===== src/rtl/vte_pkg.sv =====
package vte_pkg;
  localparam int VID_W     = 13;
  localparam int DB_W      = 8;
  localparam int MAX_PORTS = 12;
  localparam int MEM_W     = 2 * MAX_PORTS;
  localparam int REG_W     = 16;
  localparam logic [VID_W-1:0] VID_ALL = '1;

  typedef enum logic [2:0] {
    OPC_NONE  = 3'd0,
    OPC_FLUSH = 3'd1,
    OPC_LOAD  = 3'd3,
    OPC_NEXT  = 3'd4
  } opc_e;

  typedef struct packed {
    logic             valid;
    logic [VID_W-1:0] vid;
    logic [DB_W-1:0]  db;
    logic [MEM_W-1:0] mem;
  } ent_t;

  function automatic logic [DB_W-1:0] db_from_cmd(input logic [REG_W-1:0] w);
    return {w[11:8], w[3:0]};
  endfunction

  function automatic logic [VID_W-1:0] vid_from_reg(input logic [REG_W-1:0] w);
    return {w[13], w[11:0]};
  endfunction

  function automatic logic [REG_W-1:0] vid_to_reg(input logic [VID_W-1:0] v,
                                                  input logic ok);
    return {2'b00, v[12], ok, v[11:0]};
  endfunction

  // member code of port p sits in word p/4 at bit (p%4)*4
  function automatic logic [MEM_W-1:0] mem_from_data(input logic [3*REG_W-1:0] d);
    logic [MEM_W-1:0] m;
    m = '0;
    for (int p = 0; p < MAX_PORTS; p++)
      m[2*p +: 2] = d[REG_W*(p/4) + (p%4)*4 +: 2];
    return m;
  endfunction

  function automatic logic [3*REG_W-1:0] data_from_mem(input logic [MEM_W-1:0] m);
    logic [3*REG_W-1:0] d;
    d = '0;
    for (int p = 0; p < MAX_PORTS; p++)
      d[REG_W*(p/4) + (p%4)*4 +: 2] = m[2*p +: 2];
    return d;
  endfunction

  // start value VID_ALL stands below every VID
  function automatic logic vid_above(input logic [VID_W-1:0] cand,
                                     input logic [VID_W-1:0] key);
    return (key == VID_ALL) || (cand > key);
  endfunction
endpackage


===== src/rtl/vte_table.sv =====
module vte_table
  import vte_pkg::*;
#(
  parameter int DEPTH = 8
) (
  input  logic                     clk,
  input  logic                     rst_n,
  input  logic [$clog2(DEPTH)-1:0] rd_idx,
  output ent_t                     rd_ent,
  input  logic                     wr_en,
  input  logic [$clog2(DEPTH)-1:0] wr_idx,
  input  ent_t                     wr_ent,
  input  logic                     clr_all,
  output logic [DEPTH-1:0]         valid_vec
);
  ent_t slots [DEPTH];

  for (genvar i = 0; i < DEPTH; i++) begin : g_slot
    always_ff @(posedge clk) begin
      if (!rst_n)
        slots[i] <= '0;
      else if (clr_all)
        slots[i].valid <= 1'b0;
      else if (wr_en && (wr_idx == i[$clog2(DEPTH)-1:0]))
        slots[i] <= wr_ent;
    end
    assign valid_vec[i] = slots[i].valid;
  end

  assign rd_ent = slots[rd_idx];

  p_flush_empty_r11: assert property (@(posedge clk) disable iff (!rst_n)
    clr_all |=> (valid_vec == '0));
  p_clear_excl_r11: assert property (@(posedge clk) disable iff (!rst_n)
    !(clr_all && wr_en));
endmodule


===== src/rtl/vte_scan.sv =====
module vte_scan
  import vte_pkg::*;
#(
  parameter int DEPTH = 8
) (
  input  logic                     clk,
  input  logic                     rst_n,
  input  logic                     start_i,
  input  logic [2:0]               opc_i,
  input  logic [VID_W-1:0]         key_vid_i,
  input  logic                     key_valid_i,
  input  ent_t                     ent_i,
  output logic [$clog2(DEPTH)-1:0] rd_idx_o,
  output logic                     busy_o,
  output logic                     commit_o,
  output logic                     wr_en_o,
  output logic [$clog2(DEPTH)-1:0] wr_idx_o,
  output logic                     wr_valid_o,
  output logic                     clr_all_o,
  output logic                     full_set_o,
  output logic                     hit_o
);
  localparam int IDX_W = $clog2(DEPTH);
  localparam logic [IDX_W-1:0] LAST_IDX = IDX_W'(DEPTH - 1);

  logic             busy_q, last_q;
  logic [IDX_W-1:0] idx_q;
  logic             match_f, free_f, best_f;
  logic [IDX_W-1:0] match_i, free_i, best_i;
  logic [VID_W-1:0] best_v;

  // per-slot events of the scan step
  logic step, slot_match, slot_free, slot_better;
  assign step        = busy_q && !last_q;
  assign slot_match  = ent_i.valid && (ent_i.vid == key_vid_i);
  assign slot_free   = !ent_i.valid;
  assign slot_better = ent_i.valid && vid_above(ent_i.vid, key_vid_i) &&
                       (!best_f || (ent_i.vid < best_v));

  always_ff @(posedge clk) begin
    if (!rst_n) begin
      busy_q  <= 1'b0;
      last_q  <= 1'b0;
      idx_q   <= '0;
      match_f <= 1'b0;
      free_f  <= 1'b0;
      best_f  <= 1'b0;
      match_i <= '0;
      free_i  <= '0;
      best_i  <= '0;
      best_v  <= '0;
    end else if (!busy_q) begin
      if (start_i) begin
        busy_q  <= 1'b1;
        last_q  <= 1'b0;
        idx_q   <= '0;
        match_f <= 1'b0;
        free_f  <= 1'b0;
        best_f  <= 1'b0;
      end
    end else if (step) begin
      if (slot_match && !match_f) begin
        match_f <= 1'b1;
        match_i <= idx_q;
      end
      if (slot_free && !free_f) begin
        free_f <= 1'b1;
        free_i <= idx_q;
      end
      if (slot_better) begin
        best_f <= 1'b1;
        best_i <= idx_q;
        best_v <= ent_i.vid;
      end
      if (idx_q == LAST_IDX) begin
        last_q <= 1'b1;
        idx_q  <= '0;
      end else begin
        idx_q <= idx_q + 1'b1;
      end
    end else begin
      busy_q <= 1'b0;
      last_q <= 1'b0;
    end
  end

  assign busy_o   = busy_q;
  assign commit_o = busy_q && last_q;
  assign rd_idx_o = last_q ? best_i : idx_q;

  always_comb begin
    wr_en_o    = 1'b0;
    wr_idx_o   = '0;
    wr_valid_o = 1'b0;
    clr_all_o  = 1'b0;
    full_set_o = 1'b0;
    hit_o      = 1'b0;
    if (commit_o) begin
      case (opc_i)
        OPC_LOAD: begin
          if (match_f) begin
            wr_en_o    = 1'b1;
            wr_idx_o   = match_i;
            wr_valid_o = key_valid_i;
          end else if (key_valid_i && free_f) begin
            wr_en_o    = 1'b1;
            wr_idx_o   = free_i;
            wr_valid_o = 1'b1;
          end else if (key_valid_i) begin
            full_set_o = 1'b1;
          end
        end
        OPC_FLUSH: clr_all_o = 1'b1;
        OPC_NEXT:  hit_o     = best_f;
        default: ;
      endcase
    end
  end

  p_start_scan_r2: assert property (@(posedge clk) disable iff (!rst_n)
    (start_i && !busy_o) |=> (busy_o && !commit_o && rd_idx_o == '0));
  p_full_excl_r12: assert property (@(posedge clk) disable iff (!rst_n)
    $onehot0({wr_en_o, full_set_o, clr_all_o, hit_o}));
endmodule


===== src/rtl/vlan_cmd_engine.sv =====
module vlan_cmd_engine
  import vte_pkg::*;
#(
  parameter int DEPTH     = 8,
  parameter int NUM_PORTS = 12
) (
  input  logic        clk,
  input  logic        rst_n,
  input  logic        reg_wr,
  input  logic [2:0]  reg_addr,
  input  logic [15:0] reg_wdata,
  output logic [15:0] reg_rdata
);
  localparam int IDX_W = $clog2(DEPTH);
  localparam int CNT_W = $clog2(DEPTH + 2) + 1;
  localparam logic [MEM_W:0] MASK_WIDE = (MEM_W+1)'(1) << (2 * NUM_PORTS);
  localparam logic [MEM_W-1:0] PORT_MASK = MEM_W'(MASK_WIDE - 1'b1);

  localparam logic [2:0] A_CMD = 3'd0;
  localparam logic [2:0] A_VID = 3'd1;
  localparam logic [2:0] A_D0  = 3'd2;
  localparam logic [2:0] A_D1  = 3'd3;
  localparam logic [2:0] A_D2  = 3'd4;

  logic [2:0]         opc_q;
  logic [DB_W-1:0]    db_q;
  logic               full_q;
  logic [VID_W-1:0]   vid_q;
  logic               vok_q;
  logic [3*REG_W-1:0] data_q;

  logic             busy, commit, wr_en, wr_valid, clr_all, full_set, hit;
  logic [IDX_W-1:0] rd_idx, wr_idx;
  ent_t             rd_ent, wr_ent;
  logic [DEPTH-1:0] valid_vec;

  // host-side events
  logic host_wr, start;
  assign host_wr = reg_wr && !busy;
  assign start   = host_wr && (reg_addr == A_CMD) && reg_wdata[15];

  assign wr_ent = '{valid: wr_valid, vid: vid_q, db: db_q,
                    mem: mem_from_data(data_q) & PORT_MASK};

  vte_table #(.DEPTH(DEPTH)) u_table (
    .clk       (clk),
    .rst_n     (rst_n),
    .rd_idx    (rd_idx),
    .rd_ent    (rd_ent),
    .wr_en     (wr_en),
    .wr_idx    (wr_idx),
    .wr_ent    (wr_ent),
    .clr_all   (clr_all),
    .valid_vec (valid_vec)
  );

  vte_scan #(.DEPTH(DEPTH)) u_scan (
    .clk         (clk),
    .rst_n       (rst_n),
    .start_i     (start),
    .opc_i       (opc_q),
    .key_vid_i   (vid_q),
    .key_valid_i (vok_q),
    .ent_i       (rd_ent),
    .rd_idx_o    (rd_idx),
    .busy_o      (busy),
    .commit_o    (commit),
    .wr_en_o     (wr_en),
    .wr_idx_o    (wr_idx),
    .wr_valid_o  (wr_valid),
    .clr_all_o   (clr_all),
    .full_set_o  (full_set),
    .hit_o       (hit)
  );

  always_ff @(posedge clk) begin
    if (!rst_n) begin
      opc_q  <= '0;
      db_q   <= '0;
      full_q <= 1'b0;
      vid_q  <= '0;
      vok_q  <= 1'b0;
      data_q <= '0;
    end else begin
      if (host_wr) begin
        case (reg_addr)
          A_CMD: begin
            opc_q <= reg_wdata[14:12];
            db_q  <= db_from_cmd(reg_wdata);
          end
          A_VID: begin
            vid_q <= vid_from_reg(reg_wdata);
            vok_q <= reg_wdata[12];
          end
          A_D0: data_q[0*REG_W +: REG_W] <= reg_wdata;
          A_D1: data_q[1*REG_W +: REG_W] <= reg_wdata;
          A_D2: data_q[2*REG_W +: REG_W] <= reg_wdata;
          default: ;
        endcase
      end
      if (hit) begin
        vid_q  <= rd_ent.vid;
        vok_q  <= 1'b1;
        db_q   <= rd_ent.db;
        data_q <= data_from_mem(rd_ent.mem);
      end else if (commit && (opc_q == OPC_NEXT)) begin
        vok_q <= 1'b0;
      end
      if (full_set)
        full_q <= 1'b1;
      else if (clr_all)
        full_q <= 1'b0;
    end
  end

  always_comb begin
    case (reg_addr)
      A_CMD:   reg_rdata = {busy, opc_q, db_q[7:4], 3'b000, full_q, db_q[3:0]};
      A_VID:   reg_rdata = vid_to_reg(vid_q, vok_q);
      A_D0:    reg_rdata = data_q[0*REG_W +: REG_W];
      A_D1:    reg_rdata = data_q[1*REG_W +: REG_W];
      A_D2:    reg_rdata = data_q[2*REG_W +: REG_W];
      default: reg_rdata = '0;
    endcase
  end

  // busy length counter for the checker
  logic [CNT_W-1:0] busy_cnt;
  always_ff @(posedge clk) begin
    if (!rst_n)     busy_cnt <= '0;
    else if (start) busy_cnt <= '0;
    else if (busy)  busy_cnt <= busy_cnt + 1'b1;
  end

  p_busy_len_r2: assert property (@(posedge clk) disable iff (!rst_n)
    $fell(busy) |-> (busy_cnt == CNT_W'(DEPTH + 1)));
  p_frozen_r13: assert property (@(posedge clk) disable iff (!rst_n)
    (busy && !commit) |=> ($stable(vid_q) && $stable(vok_q) && $stable(data_q) &&
                           $stable(db_q) && $stable(opc_q)));
  p_full_sticky_r12: assert property (@(posedge clk) disable iff (!rst_n)
    (full_q && !clr_all) |=> full_q);
  p_next_hit_r6: assert property (@(posedge clk) disable iff (!rst_n)
    hit |=> (vok_q && ((vid_q > $past(vid_q)) || ($past(vid_q) == VID_ALL))));
  p_next_miss_r7: assert property (@(posedge clk) disable iff (!rst_n)
    (commit && (opc_q == OPC_NEXT) && !hit) |=> (!vok_q && $stable(vid_q)));
  p_no_room_r12: assert property (@(posedge clk) disable iff (!rst_n)
    full_set |-> (valid_vec == '1));
endmodule


===== config.mk =====
export PLATFORM = sky130hd
export DESIGN_NAME = vlan_cmd_engine
export DESIGN_NICKNAME = d
export VERILOG_FILES = /design/src/rtl/vte_pkg.sv /design/src/rtl/vte_table.sv /design/src/rtl/vte_scan.sv /design/src/rtl/vlan_cmd_engine.sv
export SDC_FILE = /design/constraint.sdc
export NUM_CORES = 1
export LEC_CHECK = 0
export BUFFER_PORTS_ARGS = -buffer_cell sky130_fd_sc_hd__buf_2
export CAP_MARGIN = 15
export CORE_MARGIN = 2
export CORE_UTILIZATION = 30
export CTS_BUF_LIST = sky130_fd_sc_hd__clkbuf_2
export DETAILED_ROUTE_END_ITERATION = 12
export PLACE_DENSITY = 0.51
export SETUP_SLACK_MARGIN = 0.2
export SYNTH_ARGS = -nofsm -noshare
export SYNTH_HDL_FRONTEND = slang
export SYNTH_SLANG_ARGS = --single-unit

===== constraint.sdc =====
create_clock -name clk -period 4.9 [get_ports clk]
set_input_delay 0 -clock clk [delete_from_list [all_inputs] [get_ports clk]]
set_output_delay 0 -clock clk [all_outputs]
set_load 0.005 [all_outputs]

# ---- Yosys cells after proc, flatten, opt, wreduce, memory -nomap -nowiden
# Memory sizes are Yosys's and may differ from the RTL's.
# Cells that the tools add are included.
dict set report totals {
  reg_bits 104
  mem_bits_rw 368
  inputBits 22
  output_inout_bits 16
  wordCells 250
  memories 1
}
# memory depth width read_ports rd_clocked_by_memory_dff write_ports line_no
set mem_list {}
lappend mem_list {u_table.slots 8 46 1 0 8 vte_table.sv:16} ;# ent_t slots [DEPTH];
dict set report op_classes {
  n_addsub 1
  order_cmp 2
  n_eq_ne 22
  n_mux 119
  bitwise_logic 25
  reduce_logical 59
}
# operator n
set op_table {}
lappend op_table {{2-to-1 mux 45 bit} 8}
lappend op_table {{2-to-1 mux 46 bit} 2}
lappend op_table {{2-to-1 mux 1 bit} 90}
lappend op_table {{case mux 16 bit (5 select lines)} 1}
lappend op_table {{2-to-1 mux 13 bit} 3}
lappend op_table {{2-to-1 mux 16 bit} 2}
lappend op_table {{2-to-1 mux 3 bit} 9}
lappend op_table {{2-to-1 mux 8 bit} 3}
lappend op_table {{bitwise OR 1 bit} 24}
lappend op_table {{AND reduction 2 bit} 12}
lappend op_table {{== test 3 bit (second input constant)} 7}
lappend op_table {{logical AND 1 bit} 20}
lappend op_table {{AND reduction 3 bit} 6}
lappend op_table {{nonzero test 2 bit} 8}
lappend op_table {{== test 3 x 2 -> 1 bit (second input constant)} 5}
lappend op_table {{2-to-1 mux 14 bit} 1}
lappend op_table {{== test 13 bit} 1}
lappend op_table {{== test 13 bit (second input constant)} 1}
lappend op_table {{> comparator 13 bit} 1}
lappend op_table {{less-than comparator 13 bit} 1}
lappend op_table {{== test 3 x 1 -> 1 bit (second input constant)} 3}
lappend op_table {{inequality test 2 bit (second input constant)} 4}
lappend op_table {{logical NOT 1 bit} 6}
lappend op_table {{logical NOT 3 bit} 2}
lappend op_table {{6 further kinds} 8}

# ---- Logic depth before layout (Yosys ltp)
dict set report logic_depth {
  word_depth 12
  ltp_mapped 16
}

# ---- Hierarchy
# Synthesis repeated with hierarchy kept, for this count alone.
dict set report hier_totals {
  cells_unflattened 1768
  area_unflattened_um2 22276.4
}
# mod n_inst cells_per_inst area_per_inst_um2
set modules_own_cells {}
lappend modules_own_cells {vte_table 1 1064 16346.9}
lappend modules_own_cells {vlan_cmd_engine 1 447 3833.7}
lappend modules_own_cells {vte_scan 1 257 2095.8}

# ---- Worst setup path before layout
# OpenSTA, ideal clock, no wires.
dict set report synth_path {
  path_kind {flip-flop to flip-flop}
  from {register u_scan.last_q}
  to {memory u_table.slots[6][0] (netlist bit) (enable)}
  t_arrival_ps 4663
  required_time_ps 4390
  setup_slack_ps -273
  stages_incl_launch_ff 8
  path_buffers 3
  path_cell_list {dfxtp_1 > buf_6 > buf_2 > nand2_1 > nor2_1 > nand3_1 > clkbuf_1 > o21ai_0}
}
# element line_no
set synth_rtl {}
lappend synth_rtl {{from (decl)} vte_scan.sv:26} ;# logic busy_q, last_q;
lappend synth_rtl {{from (signal assigned)} vte_scan.sv:43} ;# last_q <= 1'b0;
lappend synth_rtl {{from (signal assigned)} vte_scan.sv:55} ;# last_q <= 1'b0;
lappend synth_rtl {{from (signal assigned)} vte_scan.sv:76} ;# last_q <= 1'b1;
lappend synth_rtl {{to (decl)} vte_table.sv:16}

# ---- Worst setup path after layout
dict set report layout_path {
  from {register u_scan.last_q}
  to {register u_scan.best_v[6]}
}
dict set report layout_via {
  elab_chain_len 7
  word_cells_on_any_way 11
  classes_between {2 x order compare; 1 x mux; 7 x reduce/logical; 1 x memory}
}
# element line_no
set layout_rtl {}
lappend layout_rtl {{2-to-1 mux 3 bit} vte_scan.sv:89} ;# assign rd_idx_o = last_q ? best_i : idx_q;
lappend layout_rtl {{memory read (8 x 46 bit)} --}
lappend layout_rtl {{> comparator 13 bit} vte_pkg.sv:56} ;# return (key == VID_ALL) || (cand > key);
lappend layout_rtl {{logical OR 1 bit} vte_pkg.sv:56}
lappend layout_rtl {{logical AND 1 bit (2 in a row)} vte_scan.sv:37} ;# assign slot_better = ent_i.valid && vid_above(ent_i.vid, key_vid_i) &&
lappend layout_rtl {{AND reduction 3 bit (no line)} --}
lappend layout_rtl {{to (signal assigned)} vte_scan.sv:73} ;# best_v <= ent_i.vid;
lappend layout_rtl {{to (decl)} vte_scan.sv:30} ;# logic [VID_W-1:0] best_v;
# Several ways; a longest one is shown, not always the timed one.
# A chain may end at the register's enable or synchronous reset.

==> results.sh <==
export IMPL_status="finished clean"
export IMPL_setup_viol=0
export IMPL_min_period_ps=4390
export IMPL_grt_busiest_layer="met2"
export IMPL_synth_top_area_cell="edfxtp_1"
export IMPL_max_slew_margin_pct=21.7
export IMPL_layout_nets=1941
export IMPL_synth_net_count=1821
export IMPL_fin_tns_setup_ps=0
export IMPL_dieArea_um2=75900
export IMPL_clock_latency_ps=1190
export IMPL_synthArstFlopShare_pct=0
export IMPL_gp_congestion=0.824
export IMPL_holdCritPathClass="primary input to flip-flop"
export IMPL_track_usage_pct=18.2
export IMPL_cts_root_buf="clkbuf_2"
export IMPL_crit_buf_inv=3
export IMPL_wire_per_inst_um=22.9
export IMPL_cp_end_kind="flip-flop"
export IMPL_detail_route_vias_per_cell=5.12
export IMPL_power_leakage_nw=9.38
export IMPL_tritoncts="done"
export IMPL_crit_fanout=54
export IMPL_synthCells=1772
export IMPL_grt_util_met2_pct=28.8
export IMPL_total_power_mw=7.60
export IMPL_max_cap_viol_count=0
export IMPL_grt_ovfl_total=0
export IMPL_slowest_stage="buf_4"
export IMPL_hold_viol_final=0
export IMPL_netlist_area_um2=22100
export IMPL_synth_edf_count=368
export IMPL_intPower_mw=5.58
export IMPL_seq_area_frac_synth_pct=59.4
export IMPL_p_sw_mw=2.01
export IMPL_power_switching_share_pct=26.5
export IMPL_synth_warnings=0
export IMPL_synth_seq_cells=472
export IMPL_antenna_left=0
export IMPL_grt_max_degree=56
export IMPL_power_density_nw_per_um2=302
export IMPL_clockBufferDepth=3
export IMPL_critPathTopFamily="buffers and inverters"
export IMPL_fin_cells=2965
export IMPL_cts_buffers=119
export IMPL_hpwl_um=38300
export IMPL_met1_usage_pct=24.1
export IMPL_cts_setup_buffers=0
export IMPL_drive_above_1_share_pct=20.3
export IMPL_initial_utilization_pct=30.3
export IMPL_report_final_slew_viol_count=0
export IMPL_io_pins=38
export IMPL_seq_area_um2=13100
export IMPL_worst_pin_slew_ps=1170
export IMPL_fin_hold_ws_ps=248
export IMPL_cts_clk_slew_worst_paths_ps=100
export IMPL_seq_power_share_pct=59.3
export IMPL_crit_chain="buf_4 > mux2i_4 > buf_4 > mux4_2 > nand2_1 > o21ai_1 > inv_1 > ha_1 > nand2_1 > nor2_1 > nand3_1 > a211oi_1 > a31o_2 > nor2_4 > o211a_1"
export IMPL_slowest_delay_ps=810
export IMPL_ys_types=61
export IMPL_area_growth_synth_to_final_pct=13.7
export IMPL_pwr_share_comb_pct=5.3
export IMPL_cts_sinks=472
export IMPL_wirelength_um=67900
export IMPL_die_y_um=275
export IMPL_skew_ps=78.4
export IMPL_worstSetupPathType="flip-flop to flip-flop"
export IMPL_yosysMostFrequentCell="edfxtp_1"
export IMPL_finalWorstSetupSlack_ps=511
export IMPL_dp_worst_setup_slack_ps=574
export IMPL_gr_usage_met3_pct=4.36
export IMPL_drc=0
export IMPL_cts_htree_levels=3
export IMPL_first_pass_iters=5
export IMPL_synth_main_ff_cell="edfxtp_1"
export IMPL_fillers=7223
export IMPL_grt_pass1_wl_um=101000
export IMPL_fmax_mhz=228
export IMPL_grt_setup_unrepaired="no"
export IMPL_crit_required_ps=5930
export IMPL_ys_top_cells_by_area="edfxtp_1 50%, dfxtp_1 9.4%, mux4_2 9.1%"
export IMPL_drtIter0Drc=1217
export IMPL_synth_area_per_cell_um2=12.5
export IMPL_pwr_share_clk_pct=35.3
export IMPL_multiInputGateArea_um2=8460
export IMPL_grt_antenna_before_repair=6
export IMPL_core_region_area_um2=73000
export IMPL_fp_dieW_um=275
export IMPL_cp_data_arrival_time_ps=5420
export IMPL_synth_top_cells_by_count="368 x edfxtp_1, 268 x and2_1, 205 x nand2_1, 105 x nor3_1, 104 x dfxtp_1"
export IMPL_peakVddDrop_mv=0.150
export IMPL_vias=15200
export IMPL_grt_pass1_vias=15800
export IMPL_portBuffers=37
export IMPL_synth_top_area_share_pct=50.0
export IMPL_startpoint_type="flip-flop"
export IMPL_rows=99
export IMPL_dp_cells=2683
export IMPL_min_period_over_period_pct=89.6
timing repair:
item	in CTS	in global routing
endpoints found under the hold margin	363	0
hold buffers	47	0
setup endpoints to repair	0	0
gates resized for setup	0	0
layout make-up:
type | count | share of cell area, %
Tap cell | 959 | 4.77
Timing Repair Buffer | 129 | 4.30
Sequential cell | 472 | 52.3
Clock inverter | 51 | 0.836
Inverter | 39 | 0.582
Multi-Input combinational cell | 1131 | 33.7
Clock buffer | 177 | 3.52
Antenna cell | 7 | 0.0697
kinds of logic (layout without fill, tap and decap cells):
group	Yosys count	count (layout)	synth area share, %
buffers and inverters	169	396	3.10
other	0	7	0
AOI/OAI and AO/OA	142	142	4.32
DFF	472	472	59.4
muxes	163	163	12.6
adders and majority gates	27	27	1.53
and+or+nand+nor	799	799	19.1
worst register-to-register path, cell delays in order, from the launching register on:
cell      delay (ps)
dfxtp_1          400
buf_4            270
mux2i_4          390
buf_4            810
mux4_2           400
nand2_1           60
o21ai_1          270
inv_1             90
ha_1             290
nand2_1           50
nor2_1           140
nand3_1          170
a211oi_1         380
a31o_2           210
nor2_4           100
o211a_1          220
through the flow:
stage                     util, %  area, um^2
final                        34.4       25100
after global routing         34.4       25100
after CTS                    34.4       25100
after detailed placement     32.3       23500
after global placement       32.2       23500
after floorplan                 -       22100
state kept, by name, indices dropped and copies added (netlist names), 8 cells and up:
name / count
db_q: 8
vid_q: 13
u_table.slots: 368
data_q: 48
u_scan.best_v: 13
power by group through the flow:
stage	logic (mW)	clock network (mW)	registers [mW]
3_5_place_dp	0.371	0	4.60
6_report	0.403	2.69	4.51
4_1_cts	0.402	2.79	4.51
5_1_grt	0.429	2.96	4.53
2_1_floorplan	0.218	0	4.58
3_3_place_gp	0.370	0	4.60
metal layers:
metal,wire length (um),vias to the layer above
li1,-,6817
met1,29400,7668
met2,31500,572
met3,5270,120
met4,1720,0
met5,0,-
placed cells by master, fill, tap and decap left out, types with 3 or more instances in the layout:
cell type	count
nor2_4	6
a21oi_1	32
edfxtp_1	368
o21a_1	3
nor2b_1	22
nand4_1	6
dlygate4sd3_1	46
o21ai_0	19
a21boi_0	5
dfxtp_1	104
buf_4	40
clkbuf_2	177
o21ai_4	7
nand2_1	203
and2_1	267
and3_1	45
inv_1	26
mux2i_4	3
nor2_2	3
a22oi_1	25
clkinv_1	50
clkinv_2	8
nor2_1	22
and4_1	3
buf_2	36
buf_12	7
mux2i_1	59
inv_2	4
o22ai_1	14
mux4_2	89
o211ai_1	3
mux2_2	11
diode_2	7
nor3_1	105
o211a_1	13
nand3_1	93
nand2b_1	6
ha_1	27
worst paths after layout:
| path | cells past startpoint | slack (ps) | start | endpoint |
|---|---|---|---|---|
| worst max-delay path | 15 | 510 | u_scan.last_q | u_scan.best_v[6] |
| worst min-delay path | 6 | 250 | reg_addr[1] | data_q[15] |
| worst max register to register | 15 | 510 | u_scan.last_q | u_scan.best_v[6] |
| worst min register to register | 2 | 460 | data_q[27] | data_q[27] |
(Power assumes the default switching activity.)
